`src/rtl/nibdec_pkg.sv`:
```
// Package: shared types for the nibble-prefix decoder.
// Assumes: 4-bit primary function field, 4-bit data nibble.
package nibdec_pkg;

    localparam int FN_W  = 4;
    localparam int NIB_W = 4;

    // Primary function codes; prefix and operate codes are decoded by logic.
    typedef enum logic [FN_W-1:0] {
        FN_JUMP   = 4'h0,
        FN_LDLPTR = 4'h1,
        FN_PREPOS = 4'h2,
        FN_LDNLOC = 4'h3,
        FN_LDCON  = 4'h4,
        FN_LDNLPT = 4'h5,
        FN_PRENEG = 4'h6,
        FN_LDLOC  = 4'h7,
        FN_ADDCON = 4'h8,
        FN_CALL   = 4'h9,
        FN_CJUMP  = 4'hA,
        FN_ADJWS  = 4'hB,
        FN_EQCON  = 4'hC,
        FN_STLOC  = 4'hD,
        FN_STNLOC = 4'hE,
        FN_OPER   = 4'hF
    } fn_e;

    // First sixteen secondary opcodes carried by the operate function.
    typedef enum logic [3:0] {
        SEC_SWAP    = 4'h0,
        SEC_LDBYTE  = 4'h1,
        SEC_BYTESUB = 4'h2,
        SEC_ENDPROC = 4'h3,
        SEC_DIFF    = 4'h4,
        SEC_ADD     = 4'h5,
        SEC_GENCALL = 4'h6,
        SEC_CHIN    = 4'h7,
        SEC_PROD    = 4'h8,
        SEC_GT      = 4'h9,
        SEC_WORDSUB = 4'hA,
        SEC_CHOUT   = 4'hB,
        SEC_SUB     = 4'hC,
        SEC_STARTPR = 4'hD,
        SEC_OUTB    = 4'hE,
        SEC_OUTW    = 4'hF
    } sec_e;

endpackage

```
`src/rtl/nibdec_split.sv`:
```
// Module: nibdec_split
// Splits an instruction byte into function and nibble and classifies prefixes.
// Assumes: purely combinational; caller qualifies the result with its handshake.
module nibdec_split
    import nibdec_pkg::*;
(
    input  logic [7:0]       byte_in,
    output logic [FN_W-1:0]  fn,
    output logic [NIB_W-1:0] nib,
    output logic             is_pos,
    output logic             is_neg,
    output logic             is_prefix
);

    // Field extraction and prefix classification.
    always_comb begin
        fn        = byte_in[7:4];
        nib       = byte_in[3:0];
        is_pos    = (byte_in[7:4] == FN_PREPOS);
        is_neg    = (byte_in[7:4] == FN_PRENEG);
        is_prefix = is_pos | is_neg;
    end

endmodule

```
`src/rtl/nibdec_accum.sv`:
```
// Module: nibdec_accum
// Holds the operand register built up by prefix bytes.
// Assumes: OP_W is a multiple of 4 and at least 8; 'take' is one accepted byte.
module nibdec_accum
    import nibdec_pkg::*;
#(
    parameter int OP_W = 32
) (
    input  logic             clk,
    input  logic             rst_n,
    input  logic             take,
    input  logic [NIB_W-1:0] nib,
    input  logic             is_pos,
    input  logic             is_neg,
    output logic [OP_W-1:0]  merged
);

    localparam int PAD_W = OP_W - NIB_W;

    logic [OP_W-1:0] acc_q;

    // Current register with the incoming nibble ORed into its low bits.
    always_comb begin
        merged = acc_q | {{PAD_W{1'b0}}, nib};
    end

    // Register update: shift for positive, complement and shift for negative, clear otherwise.
    always_ff @(posedge clk) begin
        if (!rst_n) begin
            acc_q <= '0;
        end else if (take) begin
            if (is_pos) begin
                acc_q <= merged << NIB_W;
            end else if (is_neg) begin
                acc_q <= (~merged) << NIB_W;
            end else begin
                acc_q <= '0;
            end
        end
    end


    acc_clear_chk: assert property (@(posedge clk) disable iff (!rst_n)
        (take && !is_pos && !is_neg) |=> (acc_q == '0));


    pos_low_zero_chk: assert property (@(posedge clk) disable iff (!rst_n)
        (take && is_pos) |=> (acc_q[NIB_W-1:0] == '0));


    neg_shift_chk: assert property (@(posedge clk) disable iff (!rst_n)
        (take && is_neg) |=> (acc_q[OP_W-1:NIB_W] == ~($past(merged[OP_W-NIB_W-1:0]))));

endmodule

```
`src/rtl/nibdec_issue.sv`:
```
// Module: nibdec_issue
// Registered output stage for decoded operations with valid/ready.
// Assumes: 'load' only when the stage is empty or being drained this cycle.
module nibdec_issue
    import nibdec_pkg::*;
#(
    parameter int OP_W  = 32,
    parameter int SEC_W = 8
) (
    input  logic             clk,
    input  logic             rst_n,
    input  logic             load,
    input  logic [FN_W-1:0]  fn_in,
    input  logic [OP_W-1:0]  operand_in,
    input  logic             op_ready,
    output logic             op_valid,
    output logic [FN_W-1:0]  op_fn,
    output logic [OP_W-1:0]  op_operand,
    output logic             op_is_sec,
    output logic [SEC_W-1:0] op_sec
);

    logic ext_in;

    // Operate-function detect on the incoming operation.
    always_comb begin
        ext_in = (fn_in == FN_OPER);
    end

    // Valid flag: set on load, cleared when the consumer takes the operation.
    always_ff @(posedge clk) begin
        if (!rst_n) begin
            op_valid <= 1'b0;
        end else if (load) begin
            op_valid <= 1'b1;
        end else if (op_ready) begin
            op_valid <= 1'b0;
        end
    end

    // Payload capture on load.
    always_ff @(posedge clk) begin
        if (!rst_n) begin
            op_fn      <= '0;
            op_operand <= '0;
            op_is_sec  <= 1'b0;
            op_sec     <= '0;
        end else if (load) begin
            op_fn      <= fn_in;
            op_operand <= operand_in;
            op_is_sec  <= ext_in;
            op_sec     <= ext_in ? operand_in[SEC_W-1:0] : '0;
        end
    end


    stall_hold_chk: assert property (@(posedge clk) disable iff (!rst_n)
        (op_valid && !op_ready) |=> (op_valid && $stable(op_fn) && $stable(op_operand)));


    reset_idle_chk: assert property (@(posedge clk)
        !rst_n |=> !op_valid);

endmodule

```
`src/rtl/nibdec_top.sv`:
```
// Module: nibdec_top
// Nibble-prefix instruction decoder: assembles operands from prefix bytes and
// issues one decoded operation per non-prefix byte.
// Assumes: OP_W multiple of 4, OP_W >= 8, SEC_W <= OP_W.
module nibdec_top
    import nibdec_pkg::*;
#(
    parameter int OP_W  = 32,
    parameter int SEC_W = 8
) (
    input  logic             clk,
    input  logic             rst_n,
    input  logic             in_valid,
    input  logic [7:0]       in_byte,
    output logic             in_ready,
    output logic             op_valid,
    input  logic             op_ready,
    output logic [3:0]       op_fn,
    output logic [OP_W-1:0]  op_operand,
    output logic             op_is_sec,
    output logic [SEC_W-1:0] op_sec
);

    logic [FN_W-1:0]  fn;
    logic [NIB_W-1:0] nib;
    logic             is_pos;
    logic             is_neg;
    logic             is_prefix;
    logic             take;
    logic             issue;
    logic [OP_W-1:0]  merged;

    nibdec_split u_split (
        .byte_in   (in_byte),
        .fn        (fn),
        .nib       (nib),
        .is_pos    (is_pos),
        .is_neg    (is_neg),
        .is_prefix (is_prefix)
    );

    // Handshake: accept when output stage is free or draining.
    always_comb begin
        in_ready = !op_valid || op_ready;
        take     = in_valid && in_ready;
        issue    = take && !is_prefix;
    end

    nibdec_accum #(.OP_W(OP_W)) u_accum (
        .clk    (clk),
        .rst_n  (rst_n),
        .take   (take),
        .nib    (nib),
        .is_pos (is_pos),
        .is_neg (is_neg),
        .merged (merged)
    );

    nibdec_issue #(.OP_W(OP_W), .SEC_W(SEC_W)) u_issue (
        .clk        (clk),
        .rst_n      (rst_n),
        .load       (issue),
        .fn_in      (fn),
        .operand_in (merged),
        .op_ready   (op_ready),
        .op_valid   (op_valid),
        .op_fn      (op_fn),
        .op_operand (op_operand),
        .op_is_sec  (op_is_sec),
        .op_sec     (op_sec)
    );


    prefix_no_issue_chk: assert property (@(posedge clk) disable iff (!rst_n)
        (in_valid && in_ready && (in_byte[7:4] == 4'h2 || in_byte[7:4] == 4'h6)) |=> !op_valid);


    issue_next_chk: assert property (@(posedge clk) disable iff (!rst_n)
        (in_valid && in_ready && in_byte[7:4] != 4'h2 && in_byte[7:4] != 4'h6)
            |=> (op_valid && op_fn == $past(in_byte[7:4])));


    sec_flag_chk: assert property (@(posedge clk) disable iff (!rst_n)
        (in_valid && in_ready && in_byte[7:4] == 4'hF) |=> op_is_sec);

endmodule

```
`config.mk`:
```
export PLATFORM = sky130hd
export DESIGN_NAME = nibdec_top
export DESIGN_NICKNAME = d
export VERILOG_FILES = /design/src/rtl/nibdec_pkg.sv /design/src/rtl/nibdec_split.sv /design/src/rtl/nibdec_accum.sv /design/src/rtl/nibdec_issue.sv /design/src/rtl/nibdec_top.sv
export SDC_FILE = /design/constraint.sdc
export NUM_CORES = 1
export LEC_CHECK = 0
export BUFFER_PORTS_ARGS = -buffer_cell sky130_fd_sc_hd__clkbuf_2
export CAP_MARGIN = 10
export CORE_MARGIN = 5
export CORE_UTILIZATION = 45
export CTS_CLUSTER_DIAMETER = 30
export DETAILED_ROUTE_END_ITERATION = 12
export PLACE_DENSITY = 0.79
export RECOVER_POWER = 50
export SLEW_MARGIN = 20
export SYNTH_ARGS = -nofsm -noshare
export SYNTH_HDL_FRONTEND = slang
export SYNTH_SLANG_ARGS = --single-unit
```
`constraint.sdc`:
```
create_clock -name clk -period 1.3 [get_ports clk]
set_input_delay 0 -clock clk [delete_from_list [all_inputs] [get_ports clk]]
set_output_delay 0 -clock clk [all_outputs]
set_load 0.01 [all_outputs]
```
Yosys cells after proc, flatten, opt, wreduce, memory -nomap -nowiden --
Index checks and enable logic that the tools add are counted.
Word-level totals: register bits 78, input port bits 12, output and inout bits 47, logic and storage cells 23
Cells by class: eq/ne operators 3, muxes and demuxes 5, bitwise gates (word level) 3, reductions and logical operators 6
Operators by type and width (number):
- $mux 32 | 2
- $or 32x4->32 | 1
- $not 28->28 | 1
- $mux 8 | 1
- $eq 4x2->1 const B | 1
- $eq 4x3->1 const B | 1
- $eq 4x4->1 const B | 1
- $logic_and 1x1->1 | 2
- $logic_not 1->1 | 2
- $mux 1 | 2
- $reduce_bool 2->1 | 1
- $logic_or 1x1->1 | 1
- $or 1x1->1 | 1

Depth between registers and ports, before layout --
depth after elaboration 5, gate-level depth with buffers 7, depth with buffers taken out 4

Modules after synthesis --
A second synthesis with hierarchy kept.
Unflattened totals: cells, all modules 324, area total of the unflattened synthesis 3124.2 um2
By module, submodules not included:
- nibdec_issue | instances 1, cells an instance 150, area an instance 1659.1 um2, sequential area each 920.9 um2
- nibdec_accum | instances 1, cells an instance 160, area an instance 1341.3 um2, sequential area each 560.5 um2
- nibdec_split | instances 1, cells an instance 11, area an instance 95.1 um2, sequential area each 0.0 um2
- nibdec_top | instances 1, cells an instance 3, area an instance 28.8 um2, sequential area each 0.0 um2

Least setup slack after synthesis --
Ideal clock, no wire load.
path kind reg-to-reg, start reg u_issue.op_valid, end reg u_issue.op_operand[16], setup time 72 ps, arrival time 1273 ps, data required time 1228 ps, setup slack -44 ps, stages on the path, launching flop included 7, period minus slack after synthesis 1344 ps, cells stage by stage dfxtp_1 > nor2b_4 > buf_6 > nor3b_2 > buf_6 > buf_8 > mux2i_1
Between the ends: longest elaborated chain between the ends 4
Ends and longest elaborated chain:
- start, declared | line nibdec_issue.sv:16 | output logic op_valid,
- start signal, assigned | line nibdec_issue.sv:33 | op_valid <= 1'b0;
- start signal, assigned | line nibdec_issue.sv:35 | op_valid <= 1'b1;
- start signal, assigned | line nibdec_issue.sv:37 | op_valid <= 1'b0;
- $logic_not 1->1 | line nibdec_top.sv:44 | in_ready = !op_valid || op_ready;
- $logic_or 1x1->1 | line nibdec_top.sv:44
- $logic_and 1x1->1 | line nibdec_top.sv:45 | take = in_valid && in_ready;
- $logic_and 1x1->1 | line nibdec_top.sv:46 | issue = take && !is_prefix;
- end signal, assigned | line nibdec_issue.sv:50 | op_operand <= operand_in;
- end, declared | line nibdec_issue.sv:18 | output logic [OP_W-1:0] op_operand,
Every way passes these cells. A chain may end at the register's enable or synchronous reset.

Worst setup path after layout --
start reg u_issue.op_valid, end reg u_accum.acc_q[15]
Between the ends: longest elaborated chain between the ends 3
Ends and longest elaborated chain:
- $logic_not 1->1 | line nibdec_top.sv:44
- $logic_or 1x1->1 | line nibdec_top.sv:44
- $logic_and 1x1->1 | line nibdec_top.sv:45
- end signal, assigned | line nibdec_accum.sv:33 | acc_q <= merged << NIB_W;
- end signal, assigned | line nibdec_accum.sv:35 | acc_q <= (~merged) << NIB_W;
- end, declared | line nibdec_accum.sv:20 | logic [OP_W-1:0] acc_q;
Every way passes these cells.

==> impl_metrics.yaml <==
timing:
  setup_viol: 0
  fin_crit_sh: 0.989
  fin_setup_tns_ns: 0
  max_freq_mhz: 778
  tightest_slew_ns: 0.628
  slew_headroom: 0.580
  hold_viol: 0
  skew_ns: 0.00496
  layout_min_cycle_time_ns: 1.29
  slew_violations: 0
  rsz0062_at_grt: "yes"
  timing.final.ws_setup_ns: 0.0141
final_layout:
  nFillCells: 584
  nNetsFinal: 406
  drive_gt1_frac: 0.239
  layout.cells.non_filler: 478
  seqCellArea_mm2: 0.00148
  area_growth_pct: 21.9
  diodes: 0
  multi_input_area_mm2: 0.00143
clock_network:
  cts_sinks: 74
  h-tree-depth: 3
  path_clk_slew_ns: 0.07
  numCtsBuffers: 9
  max-clock-path-buffers: 2
  clkLatencyLatePin_ns: 0.35
  root_buffer: "clkbuf_8"
  cts_tree: "yes"
placed_design:
  dp_cells: 452
  post-place-ws_ns: 0.0484
  dp_hpwl_um: 4630
  gp_congestion: 0.826
  io_buffers: 58
setup_path:
  r2r_cells: 5
  cp-start-kind: "flop"
  cp-end-kind: "flop"
  critPathMaxStageDelay_ns: 0.33
  worstPathCellList: "nor2b_4 -> inv_4 -> and2_1 -> buf_12 -> o22ai_1"
  critPathKind: "flop to flop"
  crit_fanout: 28
  arrival_ns: 1.55
  worstPathRequired_ns: 1.56
  crit_slowest_cell: "dfxtp_2"
synth:
  netlist_area_mm2: 0.00309
  synth_fa_ha_area_frac: 0
  synthXorXnorAreaFrac: 0.0795
  seq_area_frac_synth: 0.480
  synth.area.mux_share: 0.111
  synth_compound_gate_area_share: 0.0929
  synth_top_family_by_area: "simple AND/OR/NAND/NOR gates"
  syn_avg_cell_area_um2: 9.41
  synth_cells: 328
  syn-num-nets: 340
  ys_types: 24
  ys_seq_elements: 74
  yosys_warnings: 0
  yosys.area_share.simple: 0.175
pwr:
  ir_drop_mv: 0.540
  power.switching_mw: 1.11
  combPwrFrac: 0.115
  powerDensity_mw_per_mm2: 1180
  p_clk_frac: 0.358
  swShare: 0.250
  p_leak_nw: 1.67
  seq_power_share: 0.527
  p_int_mw: 3.32
routing:
  vias: 2451
  ant_nets: 0
  wirelength_um: 6920
  initialDrtViolationCount: 134
  first_pass_iters: 4
  drc: 0
  viasPerCell: 5.13
  wl_per_cell_um: 14.5
die:
  die_width_um: 92.8
  row_count: 30
  coreArea_mm2: 0.00672
  io_pins: 59
  initial_core_util: 0.459
  fp.dieArea_mm2: 0.00861
  die_h_um: 92.8
grt:
  grt_overflow: 0
  grt_start_max_net_pins: 67
  grt_usage: 0.166
  antenna_found_initial: 0
  grt_pass1_vias: 2380
  grt_pass1_wl_um: 11300
run:
  drv_cap: 0
run_status:
  status: "complete, no violations"
min_path:
  hp-class: "input port to flop"
  worstHoldPathCells: 4
==> cells in the mapped netlist <==
| library cell | n | area, µm² |
|---|---|---|
| a21boi_1 | 1 | 7.51 |
| a32o_1 | 8 | 80.1 |
| and2_1 | 2 | 12.5 |
| buf_1 | 1 | 3.75 |
| buf_2 | 7 | 35.0 |
| buf_4 | 2 | 15.0 |
| buf_6 | 6 | 67.6 |
| buf_8 | 2 | 30.0 |
| clkbuf_1 | 9 | 33.8 |
| dfxtp_1 | 74 | 1480 |
| inv_4 | 1 | 6.26 |
| mux2_1 | 1 | 11.3 |
| mux2i_1 | 33 | 330 |
| nand2_1 | 107 | 402 |
| nand3_1 | 1 | 5.00 |
| nand3_4 | 1 | 17.5 |
| nand3b_4 | 1 | 20.0 |
| nor2_1 | 1 | 3.75 |
| nor2b_4 | 1 | 13.8 |
| nor3_1 | 8 | 40.0 |
| nor3b_2 | 2 | 25.0 |
| o221a_1 | 1 | 11.3 |
| o22ai_1 | 30 | 188 |
| xor2_1 | 28 | 245 |
==> cell usage in the layout, fill, tap and decap left out <==
master	synthesis	layout
buf_2	7	1
nand3_1	1	1
nor3_1	8	8
nand2_1	107	107
nor2b_4	1	1
clkbuf_16	0	1
dfxtp_2	0	1
a32o_1	8	8
nand3_4	1	1
a21boi_1	1	1
nor3b_2	2	1
o22ai_1	30	29
xor2_1	28	28
mux2i_1	33	33
dfxtp_1	74	73
nand3b_4	1	1
o22ai_2	0	1
buf_4	2	9
clkbuf_8	0	11
o221a_1	1	1
buf_12	0	5
and2_1	2	2
clkinv_2	0	1
dlygate4sd3_1	0	8
clkbuf_2	0	57
clkbuf_1	9	2
nor3b_4	0	1
clkinvlp_4	0	1
inv_4	1	1
nor2_1	1	1
mux2_1	1	1
buf_6	6	1
==> sequential cells by signal, summed over array words and instances, names as in the netlist <==
name	count
u_accum.acc_q	28
u_issue.op_fn	4
u_issue.op_is_sec	1
u_issue.op_operand	32
u_issue.op_sec	8
u_issue.op_valid	1
==> metrics by stage <==
| stage | hold WS, ns | area [µm²] | util | power (mW) |
|---|---|---|---|---|
| 5_1_grt | 0.0275 | 3760 | 0.560 | 4.61 |
| 6_report | 0.0342 | 3760 | 0.560 | 4.42 |
| 3_3_place_gp | 0.288 | 3460 | 0.515 | 2.83 |
| 2_1_floorplan | 0.142 | 3090 | - | 2.72 |
| 4_1_cts | 0.00821 | 3710 | 0.552 | 4.44 |
| 3_5_place_dp | 0.284 | 3460 | 0.515 | 2.85 |
==> power by group through the flow <==
stage / combinational [mW] / sequential, mW / clock, mW
2_1_floorplan: 0.327 / 2.39 / 0
3_3_place_gp: 0.452 / 2.38 / 0
3_5_place_dp: 0.463 / 2.38 / 0
4_1_cts: 0.483 / 2.33 / 1.63
5_1_grt: 0.549 / 2.33 / 1.73
6_report: 0.507 / 2.33 / 1.59
==> repair_timing <==
| item | in CTS | in global routing |
|---|---|---|
| hold buffers | 8 | 0 |
| setup endpoints to repair | 0 | 17 |
| endpoints found under the hold margin | 12 | 0 |
| gates resized for setup | 0 | 2 |
| buffers inserted | 0 | 2 |
==> kinds of logic (layout without fill, tap and decap cells) <==
logic type	count (synthesis)	in the layout
AOI/OAI and AO/OA	40	40
xor gates and xnor gates	28	28
buffers and inverters	28	98
DFF	74	74
muxes	34	34
and+or+nand+nor	124	124
==> worst paths after layout <==
kind                                from                     end  slack [ns]
hold / removal                  op_ready        u_issue.op_valid        0.03
setup / recovery        u_issue.op_valid       u_accum.acc_q[15]        0.01
setup reg to reg        u_issue.op_valid       u_accum.acc_q[15]        0.01
hold reg to reg   u_issue.op_operand[23]  u_issue.op_operand[23]        0.46
==> critical path: cells and delay by family, from the launching register on <==
kind                   cells  cell delay (ns)
DFF                        1             0.33
AOI/OAI and AO/OA          1             0.20
buffers and inverters      2             0.25
and+or+nand+nor            2             0.41
==> cell type report <==
cell class | count | share of cell area
flip-flops and latches | 74 | 0.394
repair buffers | 82 | 0.153
clock buffers | 13 | 0.0423
clock inverters | 2 | 0.00333
inverters | 1 | 0.00166
multi-input cells | 226 | 0.379
well taps | 80 | 0.0266
==> metal layers <==
metal | routed length [µm] | track usage | vias to the layer above
met5 | 0 | 0 | -
met4 | 114 | 0.0586 | 0
met3 | 369 | 0.0634 | 11
met2 | 3410 | 0.270 | 56
met1 | 3030 | 0.199 | 1143
li1 | - | - | 1241
(Power assumes the default switching activity.)
